### config.mk
export PLATFORM = sky130hd
export DESIGN_NAME = bfcvt_unit
export DESIGN_NICKNAME = d
export VERILOG_FILES = /design/src/rtl/bfcvt_pkg.sv /design/src/rtl/bfcvt_round.sv /design/src/rtl/bfcvt_widen.sv /design/src/rtl/bfcvt_narrow.sv /design/src/rtl/bfcvt_unit.sv
export SDC_FILE = /design/constraint.sdc
export NUM_CORES = 1
export LEC_CHECK = 0
export BUFFER_PORTS_ARGS = -buffer_cell sky130_fd_sc_hd__buf_2
export CAP_MARGIN = 5
export CORE_ASPECT_RATIO = 0.75
export CORE_MARGIN = 2
export CORE_UTILIZATION = 45
export CTS_CLUSTER_SIZE = 24
export DETAILED_ROUTE_END_ITERATION = 12
export GPL_ROUTABILITY_DRIVEN = 1
export PLACE_DENSITY_LB_ADDON = 0.12
export SYNTH_ARGS = -nofsm -noshare
export SYNTH_HDL_FRONTEND = slang
export SYNTH_SLANG_ARGS = --single-unit
### constraint.sdc
create_clock -name clk -period 1.1 [get_ports clk]
set_input_delay 0.11 -clock clk [delete_from_list [all_inputs] [get_ports clk]]
set_output_delay 0.11 -clock clk [all_outputs]
set_load 0.1 [all_outputs]
### src/rtl/bfcvt_pkg.sv
package bfcvt_pkg;

    localparam int FP_W    = 32;
    localparam int EXP_W   = 8;
    localparam int FP_FRAC = 23;
    localparam int BF_FRAC = 7;
    localparam int BF_W    = 1 + EXP_W + BF_FRAC;
    localparam int TAIL    = FP_FRAC - BF_FRAC;
    localparam int BOX_W   = FP_W - BF_W;
    localparam int MAG_W   = EXP_W + BF_FRAC;

    localparam logic [2:0] RM_RNE = 3'd0;
    localparam logic [2:0] RM_RTZ = 3'd1;
    localparam logic [2:0] RM_RDN = 3'd2;
    localparam logic [2:0] RM_RUP = 3'd3;
    localparam logic [2:0] RM_RMM = 3'd4;

    localparam logic [FP_W-1:0]  FP_QNAN = 32'h7FC0_0000;
    localparam logic [BF_W-1:0]  BF_QNAN = 16'h7FC0;
    localparam logic [BOX_W-1:0] BOX_ONES = '1;

    typedef struct packed {
        logic nv;
        logic dz;
        logic of;
        logic uf;
        logic nx;
    } flags_t;

    typedef struct packed {
        logic            valid;
        logic [FP_W-1:0] result;
        flags_t          flags;
        logic            rm_err;
    } out_t;

endpackage

### src/rtl/bfcvt_round.sv
module bfcvt_round (
    input  logic       sign,
    input  logic       lsb,
    input  logic       guard,
    input  logic       sticky,
    input  logic [2:0] rm,
    output logic       inc
);
    import bfcvt_pkg::*;

    logic lost;

    always_comb begin
        lost = guard | sticky;
        unique case (rm)
            RM_RNE:  inc = guard & (sticky | lsb);
            RM_RTZ:  inc = 1'b0;
            RM_RDN:  inc = sign & lost;
            RM_RUP:  inc = ~sign & lost;
            RM_RMM:  inc = guard;
            default: inc = 1'b0;
        endcase
    end

endmodule

### src/rtl/bfcvt_widen.sv
module bfcvt_widen (
    input  logic [31:0]       op,
    output logic [31:0]       res,
    output bfcvt_pkg::flags_t flg
);
    import bfcvt_pkg::*;

    logic [BF_W-1:0] half_d;
    logic            boxed_d;
    logic            nan_d;

    always_comb begin
        half_d  = op[BF_W-1:0];
        boxed_d = &op[FP_W-1:BF_W];
        nan_d   = (&half_d[BF_W-2:BF_FRAC]) & (|half_d[BF_FRAC-1:0]);
        flg     = '0;
        if (!boxed_d) begin
            res = FP_QNAN;
        end else if (nan_d) begin
            res    = FP_QNAN;
            flg.nv = ~half_d[BF_FRAC-1];
        end else begin
            res = {half_d, {BOX_W{1'b0}}};
        end
    end

endmodule

### src/rtl/bfcvt_narrow.sv
module bfcvt_narrow (
    input  logic [31:0]       op,
    input  logic [2:0]        rm,
    output logic [15:0]       res,
    output bfcvt_pkg::flags_t flg
);
    import bfcvt_pkg::*;

    logic               sgn;
    logic [EXP_W-1:0]   ex;
    logic [FP_FRAC-1:0] fr;
    logic [MAG_W-1:0]   kept;
    logic [MAG_W-1:0]   sum;
    logic [1:0]         inc_g;
    logic               reach_min;
    logic               tiny;
    logic               lost;

    assign sgn  = op[FP_W-1];
    assign ex   = op[FP_W-2:FP_FRAC];
    assign fr   = op[FP_FRAC-1:0];
    assign kept = {ex, fr[FP_FRAC-1 -: BF_FRAC]};

    // g = 0: rounding at the BF16 LSB; g = 1: one bit finer, for tininess.
    for (genvar g = 0; g < 2; g++) begin : g_rnd
        localparam int LSB = TAIL - g;
        bfcvt_round u_round (
            .sign   (sgn),
            .lsb    (fr[LSB]),
            .guard  (fr[LSB-1]),
            .sticky (|fr[LSB-2:0]),
            .rm     (rm),
            .inc    (inc_g[g])
        );
    end

    always_comb begin
        sum       = kept + MAG_W'(inc_g[0]);
        lost      = fr[TAIL-1] | (|fr[TAIL-2:0]);
        reach_min = (&fr[FP_FRAC-1:TAIL-1]) & inc_g[1];
        tiny      = (ex == '0) & ~reach_min;
        flg       = '0;
        if (&ex) begin
            if (fr != '0) begin
                res    = BF_QNAN;
                flg.nv = ~fr[FP_FRAC-1];
            end else begin
                res = {sgn, ex, {BF_FRAC{1'b0}}};
            end
        end else begin
            res    = {sgn, sum};
            flg.nx = lost;
            flg.of = &sum[MAG_W-1:BF_FRAC];
            flg.uf = tiny & lost;
        end
    end

endmodule

### src/rtl/bfcvt_unit.sv
module bfcvt_unit (
    input  logic        clk,
    input  logic        rst_n,
    input  logic        in_valid,
    input  logic        dir_widen,
    input  logic [31:0] operand,
    input  logic [2:0]  rm,
    output logic        out_valid,
    output logic [31:0] result,
    output logic [4:0]  flags,
    output logic        rm_err
);
    import bfcvt_pkg::*;

    logic [FP_W-1:0] w_res;
    flags_t          w_flg;
    logic [BF_W-1:0] n_res;
    flags_t          n_flg;
    logic            rm_bad;
    out_t            st_d;
    out_t            st_q;

    bfcvt_widen u_widen (
        .op  (operand),
        .res (w_res),
        .flg (w_flg)
    );

    bfcvt_narrow u_narrow (
        .op  (operand),
        .rm  (rm),
        .res (n_res),
        .flg (n_flg)
    );

    always_comb begin
        rm_bad      = rm > RM_RMM;
        st_d        = st_q;
        st_d.valid  = in_valid;
        if (in_valid) begin
            if (dir_widen) begin
                st_d.result = w_res;
                st_d.flags  = w_flg;
                st_d.rm_err = 1'b0;
            end else if (rm_bad) begin
                st_d.result = '0;
                st_d.flags  = '0;
                st_d.rm_err = 1'b1;
            end else begin
                st_d.result = {BOX_ONES, n_res};
                st_d.flags  = n_flg;
                st_d.rm_err = 1'b0;
            end
        end
    end

    always_ff @(posedge clk or negedge rst_n) begin
        if (!rst_n) begin
            st_q <= '0;
        end else begin
            st_q <= st_d;
        end
    end

    assign out_valid = st_q.valid;
    assign result    = st_q.result;
    assign flags     = st_q.flags;
    assign rm_err    = st_q.rm_err;

endmodule

# Word-level counts from Yosys, hierarchy flattened
# Cells that the tools add are included.
dict set report op_classes {
  addsub 1
  mul 0
  div 0
  n_lt_le_gt_ge 1
  n_eq_ne 3
  n_shift 0
  muxes 13
  bitwise 18
  reduce_logical 11
}
# cell count
set op_table {}
lappend op_table {{$mux 38} 2}
lappend op_table {{$mux 32} 2}
lappend op_table {{$mux 16} 2}
lappend op_table {{$reduce_and 8->1} 4}
lappend op_table {{$reduce_bool 23->1} 1}
lappend op_table {{$reduce_and 16->1} 1}
lappend op_table {{$add 15x1->15} 1}
lappend op_table {{$reduce_or 15->1} 1}
lappend op_table {{$reduce_or 14->1} 1}
lappend op_table {{$and 1x1->1} 10}
lappend op_table {{$logic_not 8->1} 1}
lappend op_table {{$pmux 1 s4} 2}
lappend op_table {{$reduce_or 7->1} 1}
lappend op_table {{$eq 3x2->1 const B} 2}
lappend op_table {{$mux 1} 4}
lappend op_table {{$not 1->1} 4}
lappend op_table {{$or 1x1->1} 4}
lappend op_table {{$eq 3x3->1 const B} 1}
lappend op_table {{$gt 3x3->1 const B} 1}
lappend op_table {{$logic_not 3->1} 1}
lappend op_table {{$mux 3} 1}
dict set report word_totals {
  register_bits 39
  latchBits 0
  ram_bits 0
  rom_bits 0
  output_inout_bits 39
  wordCells 55
  memories 0
}

# Logic depth before layout (Yosys ltp)
dict set report depth {
  ltp_word 11
  ltp_mapped 11
  depth_no_buf 11
}

# Modules after synthesis
# Synthesis repeated with hierarchy kept, for this count alone.
dict set report hier_totals {
  hier_cells 365
  area_unflattened_um2 3271.9
}
# mod instances cells_per_inst area_per_inst_um2
set modules_own_cells {}
lappend modules_own_cells {bfcvt_unit 1 199 2185.8}
lappend modules_own_cells {bfcvt_narrow 1 103 658.1}
lappend modules_own_cells {bfcvt_widen 1 51 342.8}
lappend modules_own_cells {bfcvt_round 2 6 42.5}

# Worst setup path before layout
# No wires, ideal clock.
dict set report synth_timing {
  path_type {in2reg}
  from {in operand[2]}
  to {reg st_q, in the netlist flags[2]}
  setup_ns 0.095
  arrival_ns 2.069
  required_ns 1.005
  path_slack_ns -1.065
  path_stages 11
  n_path_buf 0
  cell_sequence {nor4_1 > nand4_1 > o31ai_1 > a21oi_1 > ha_1 > ha_1 > nand3_1 > nor3_1 > xor2_1 > nand3_1 > o31ai_1}
}
dict set report synth_between {
  elab_chain_cells 9
  elab_cells_between_ends 12
  classes_between {add/sub (1); mux (4); bitwise (5); reduce/logical (2)}
}
# item line
set synth_rtl {}
lappend synth_rtl {{start, declared} bfcvt_unit.sv:6} ;# input logic [31:0] operand,
lappend synth_rtl {{$reduce_or 15->1 *} bfcvt_narrow.sv:31} ;# .sticky (|fr[LSB-2:0]),
lappend synth_rtl {{$or 1x1->1 (on tied branches)} {bfcvt_round.sv:14, bfcvt_round.sv:16}}
lappend synth_rtl {{$and 1x1->1 (on tied branches)} {bfcvt_round.sv:19, bfcvt_round.sv:16, bfcvt_round.sv:18}}
lappend synth_rtl {{$pmux 1 s4 *} bfcvt_round.sv:15} ;# unique case (rm)
lappend synth_rtl {{$add 15x1->15 *} bfcvt_narrow.sv:38} ;# sum = kept + MAG_W'(inc_g[0]);
lappend synth_rtl {{$reduce_and 8->1 *} bfcvt_narrow.sv:53} ;# flg.of = &sum[MAG_W-1:BF_FRAC];
lappend synth_rtl {{$mux 3 *} bfcvt_narrow.sv:43} ;# if (&ex) begin
lappend synth_rtl {{$mux 38 *} bfcvt_unit.sv:45} ;# end else if (rm_bad) begin
lappend synth_rtl {{$mux 38 *} bfcvt_unit.sv:41} ;# if (dir_widen) begin
lappend synth_rtl {{end signal, assigned} bfcvt_unit.sv:61} ;# st_q <= st_d;
lappend synth_rtl {{end, declared} bfcvt_unit.sv:21} ;# out_t st_q;
# Mark *: on every way between the ends. The rest lies on a longest branch, timed or not.
# A chain may end at the register's enable or synchronous reset.

# Worst setup path in the final report
dict set report layout_timing {
  from {in operand[7]}
  to {reg st_q, in the netlist flags[2]}
}
# Same word-level chain as after synthesis.

==> summary.txt <==
Timing
  • Final setup vio count: 36
  • RSZ-0062 raised after global routing: true
  • Worst slew pin tran: around 0.54 ns
  • Minimum clock period: 2.12 ns
  • Max-slew violations: 0
  • Final Hold Fails: 0
  • Fin crit share: 193%
  • Layout Skew: 0 ns
  • Fmax achieved: about 0.47 GHz
  • Worst slew margin: between 60% and 70%
  • Worst setup margin: -1.02 ns

Synthesis
  • Adder-Cell Fraction of Synth Area: ~1.2%
  • Synthesized Nets: 249
  • Post-synth ARST share: 100%
  • Synth Area in Compound Gates: between 10% and 20%
  • Post-Synth Simple-Gate Area: 23.2%
  • Post-Syn Area: about 0.0020 mm^2
  • Register area share after synthesis: between 40% and 50%
  • Avg Cell Area, Syn: roughly 9.8 um^2
  • Multiplexer share of the synthesized area: 0.490%
  • Ys flop type: dfrtp_1
  • Main combinational cell family by area after synthesis: simple AND/OR/NAND/NOR gates
  • Post-synth EDFFs: 0
  • Synth Instances: 208
  • Yosys warning count: 0
  • Synth cell types: 43
  • Post-synthesis xor/xnor area fraction: roughly 5.6%
  • Synthesized flop and latch total: 38

Global routing
  • GR Overflow Total: 0
  • First-pass GRT wire length: about 12,000 um
  • Total GRT Usage: approximately a third
  • Vias in the first global route: between 2,000 and 3,000
  • Initial antenna violation count: 0
  • Largest net degree at the start of global routing: 39

Clock tree
  • CTS tree: yes
  • Clk Latency, worst-skew pair: 0.29 ns
  • Clk sinks: 38
  • CTS Buf Count: 5
  • Root buffer selected by CTS: clkbuf_8
  • CTS clk-pin slew, worst paths: approximately 0.080 ns
  • H-tree depth: 2
  • Max Root-Sink Buffers: 2

Pwr
  • Maximum vdd drop: roughly 1.1 mV
  • Leak Pwr: 1.81 nW
  • Pwr dens: roughly 1200 mW/mm^2
  • Total power: ~0.0049 W

Die
  • Initial Util: 46.2%
  • Die W: ~80 um
  • Die area: just over 0.005 mm^2
  • Die Span Y: about 62 um
  • Site Rows: 21
  • I/O Pins: 78
  • Core area: 0.00441 mm^2

Routing
  • Vias: 2,666
  • Detail Route Antenna Nets: 0
  • DR iter-0 viols: between 300 and 400
  • DRC: 0
  • DR WL/cell: 24.1 um
  • WL final: approximately 10000 um
  • Pre-antenna DRT Iters: 5
  • Vias per cell: approximately 6.5

Worst setup path
  • CP Data Required Time: roughly 1.3 ns
  • CP Data Arrival Time: between 2 and 2.5 ns
  • CP endpoint kind: flip-flop
  • Startpoint Class: primary input
  • Critical path type: primary input to flip-flop
  • Max FO, Critical Path: 5

Final layout
  • Area grow syn2layout: 105%
  • Most common cell after layout, fill and taps aside: buf_4
  • Nets: roughly 400
  • Finished Core Util: between 90% and 100%
  • Fillers: approximately 120
  • Most frequent cells in the layout: buf_4 (63), buf_12 (41), buf_2 (28), nand2_1 (19), dfrtp_1 (19)
  • ANT cells: 0
  • Layout cells sized above 1: roughly 64%

Run status
  • Status: complete, but fails checks
  • Violated checks: negative setup slack

Place
  • Port buffer count: 76
  • DP HPWL: between 5000 and 6000 um
  • RD Place Congestion: about 0.9

Flow run
  • Max_cap viols: 0

Worst hold path
  • Worst Hold Class: primary input to flip-flop
## per-layer routing
| layer | global-route usage, % | share of wire (%) |
|---|---|---|
| met4 | 13.8 | 7.2 |
| met1 | 42.5 | 35 |
| met2 | 50.7 | 47 |
| met5 | 0 | 0 |
| met3 | 7.70 | 11 |
## through the flow
stage	hold slack, ns	area (um^2)	cells	setup WS [ns]	setup TNS, ns
floorplan	-0.186	2160	208	-0.892	-11.74
detailed placement	0.0916	3560	388	-1.31	-26.39
CTS	0.0655	3990	409	-0.864	-12.97
finish	0.0659	4180	412	-1.02	-16.63
global route	0.0620	4180	412	-1.14	-19.08
global placement	0.0919	3560	388	-1.22	-25.36
## flip-flops by register name, summed over array words and instances (netlist names)
| signal | flops |
|---|---|
| result | 32 |
| out_valid | 1 |
| flags | 4 |
| rm_err | 1 |
## power breakdown
| part | leakage [nW] | switching [W] | internal (W) |
|---|---|---|---|
| registers | 0.464 | 0.000141 | 0.00152 |
| clock network | 0.0524 | 0.000516 | 0.000679 |
| logic | 1.30 | 0.00131 | 0.000778 |
| total | 1.81 | 0.00197 | 0.00298 |
## cell type report
cell class,count,area (um^2),share of cell area (%)
well taps,57,71.3,1.71
clock buffers,7,76.3,1.83
flip-flops and latches,38,980,23.4
inverters,2,7.51,0.180
clock inverters,1,30.0,0.718
repair buffers,150,1650,39.5
multi-input cells,157,1360,32.6
## Yosys cell counts (2+ instances only)
library cell / count / area [um^2]
a21oi_1: 10 / 50.1
a221o_1: 7 / 70.1
a22o_1: 6 / 52.6
and2_1: 2 / 12.5
and3_1: 3 / 18.8
buf_6: 3 / 33.8
clkbuf_1: 5 / 18.8
dfrtp_1: 38 / 951
ha_1: 2 / 25.0
inv_1: 2 / 7.51
nand2_1: 22 / 82.6
nand3_1: 13 / 65.1
nand4_1: 5 / 31.3
nor2_1: 14 / 52.6
nor3_1: 8 / 40.0
nor4_1: 9 / 56.3
o21ai_0: 11 / 55.1
o2bb2ai_1: 10 / 87.6
o31ai_1: 3 / 22.5
xnor2_1: 3 / 26.3
xor2_1: 10 / 87.6
## worst paths after layout
check,from,end,slack [ns],depth (start not counted)
max,operand[7],flags[2],-1.02,13
min reg2reg,result[8],result[8],0.55,1
max reg2reg,result[20],result[20],0.12,1
max in group asynchronous,rst_n,flags[1],0.54,3
min,operand[5],result[21],0.07,2
min in group asynchronous,rst_n,result[22],0.34,3
## timing repair
action | CTS | global route
pin swaps | 26 | 32
gates resized for setup | 47 | 36
endpoints found under the hold margin | 39 | 0
buffers inserted | 11 | 3
hold buffers | 2 | 0
endpoints found under the setup margin | 36 | 37
## worst max-delay path: stages
cell and delay (ns):
buf_2 0.12, nor4_2 0.35, nand4_1 0.23, buf_4 0.21
a31oi_4 0.13, a21oi_2 0.05, ha_2 0.22, buf_4 0.17
nand3_1 0.07, nor4_1 0.07, xor2_1 0.27, nand3_1 0.12
o31ai_1 0.19
## cells by family (layout without fill, tap and decap cells)
logic type,after synthesis,after routing
fa+ha+maj,2,2
flops,38,38
compound gates,53,53
mux,1,1
xor+xnor,13,13
other cells,1,1
simple gates,87,87
buf+inv,13,160
Power figures use the tool's default switching activity.
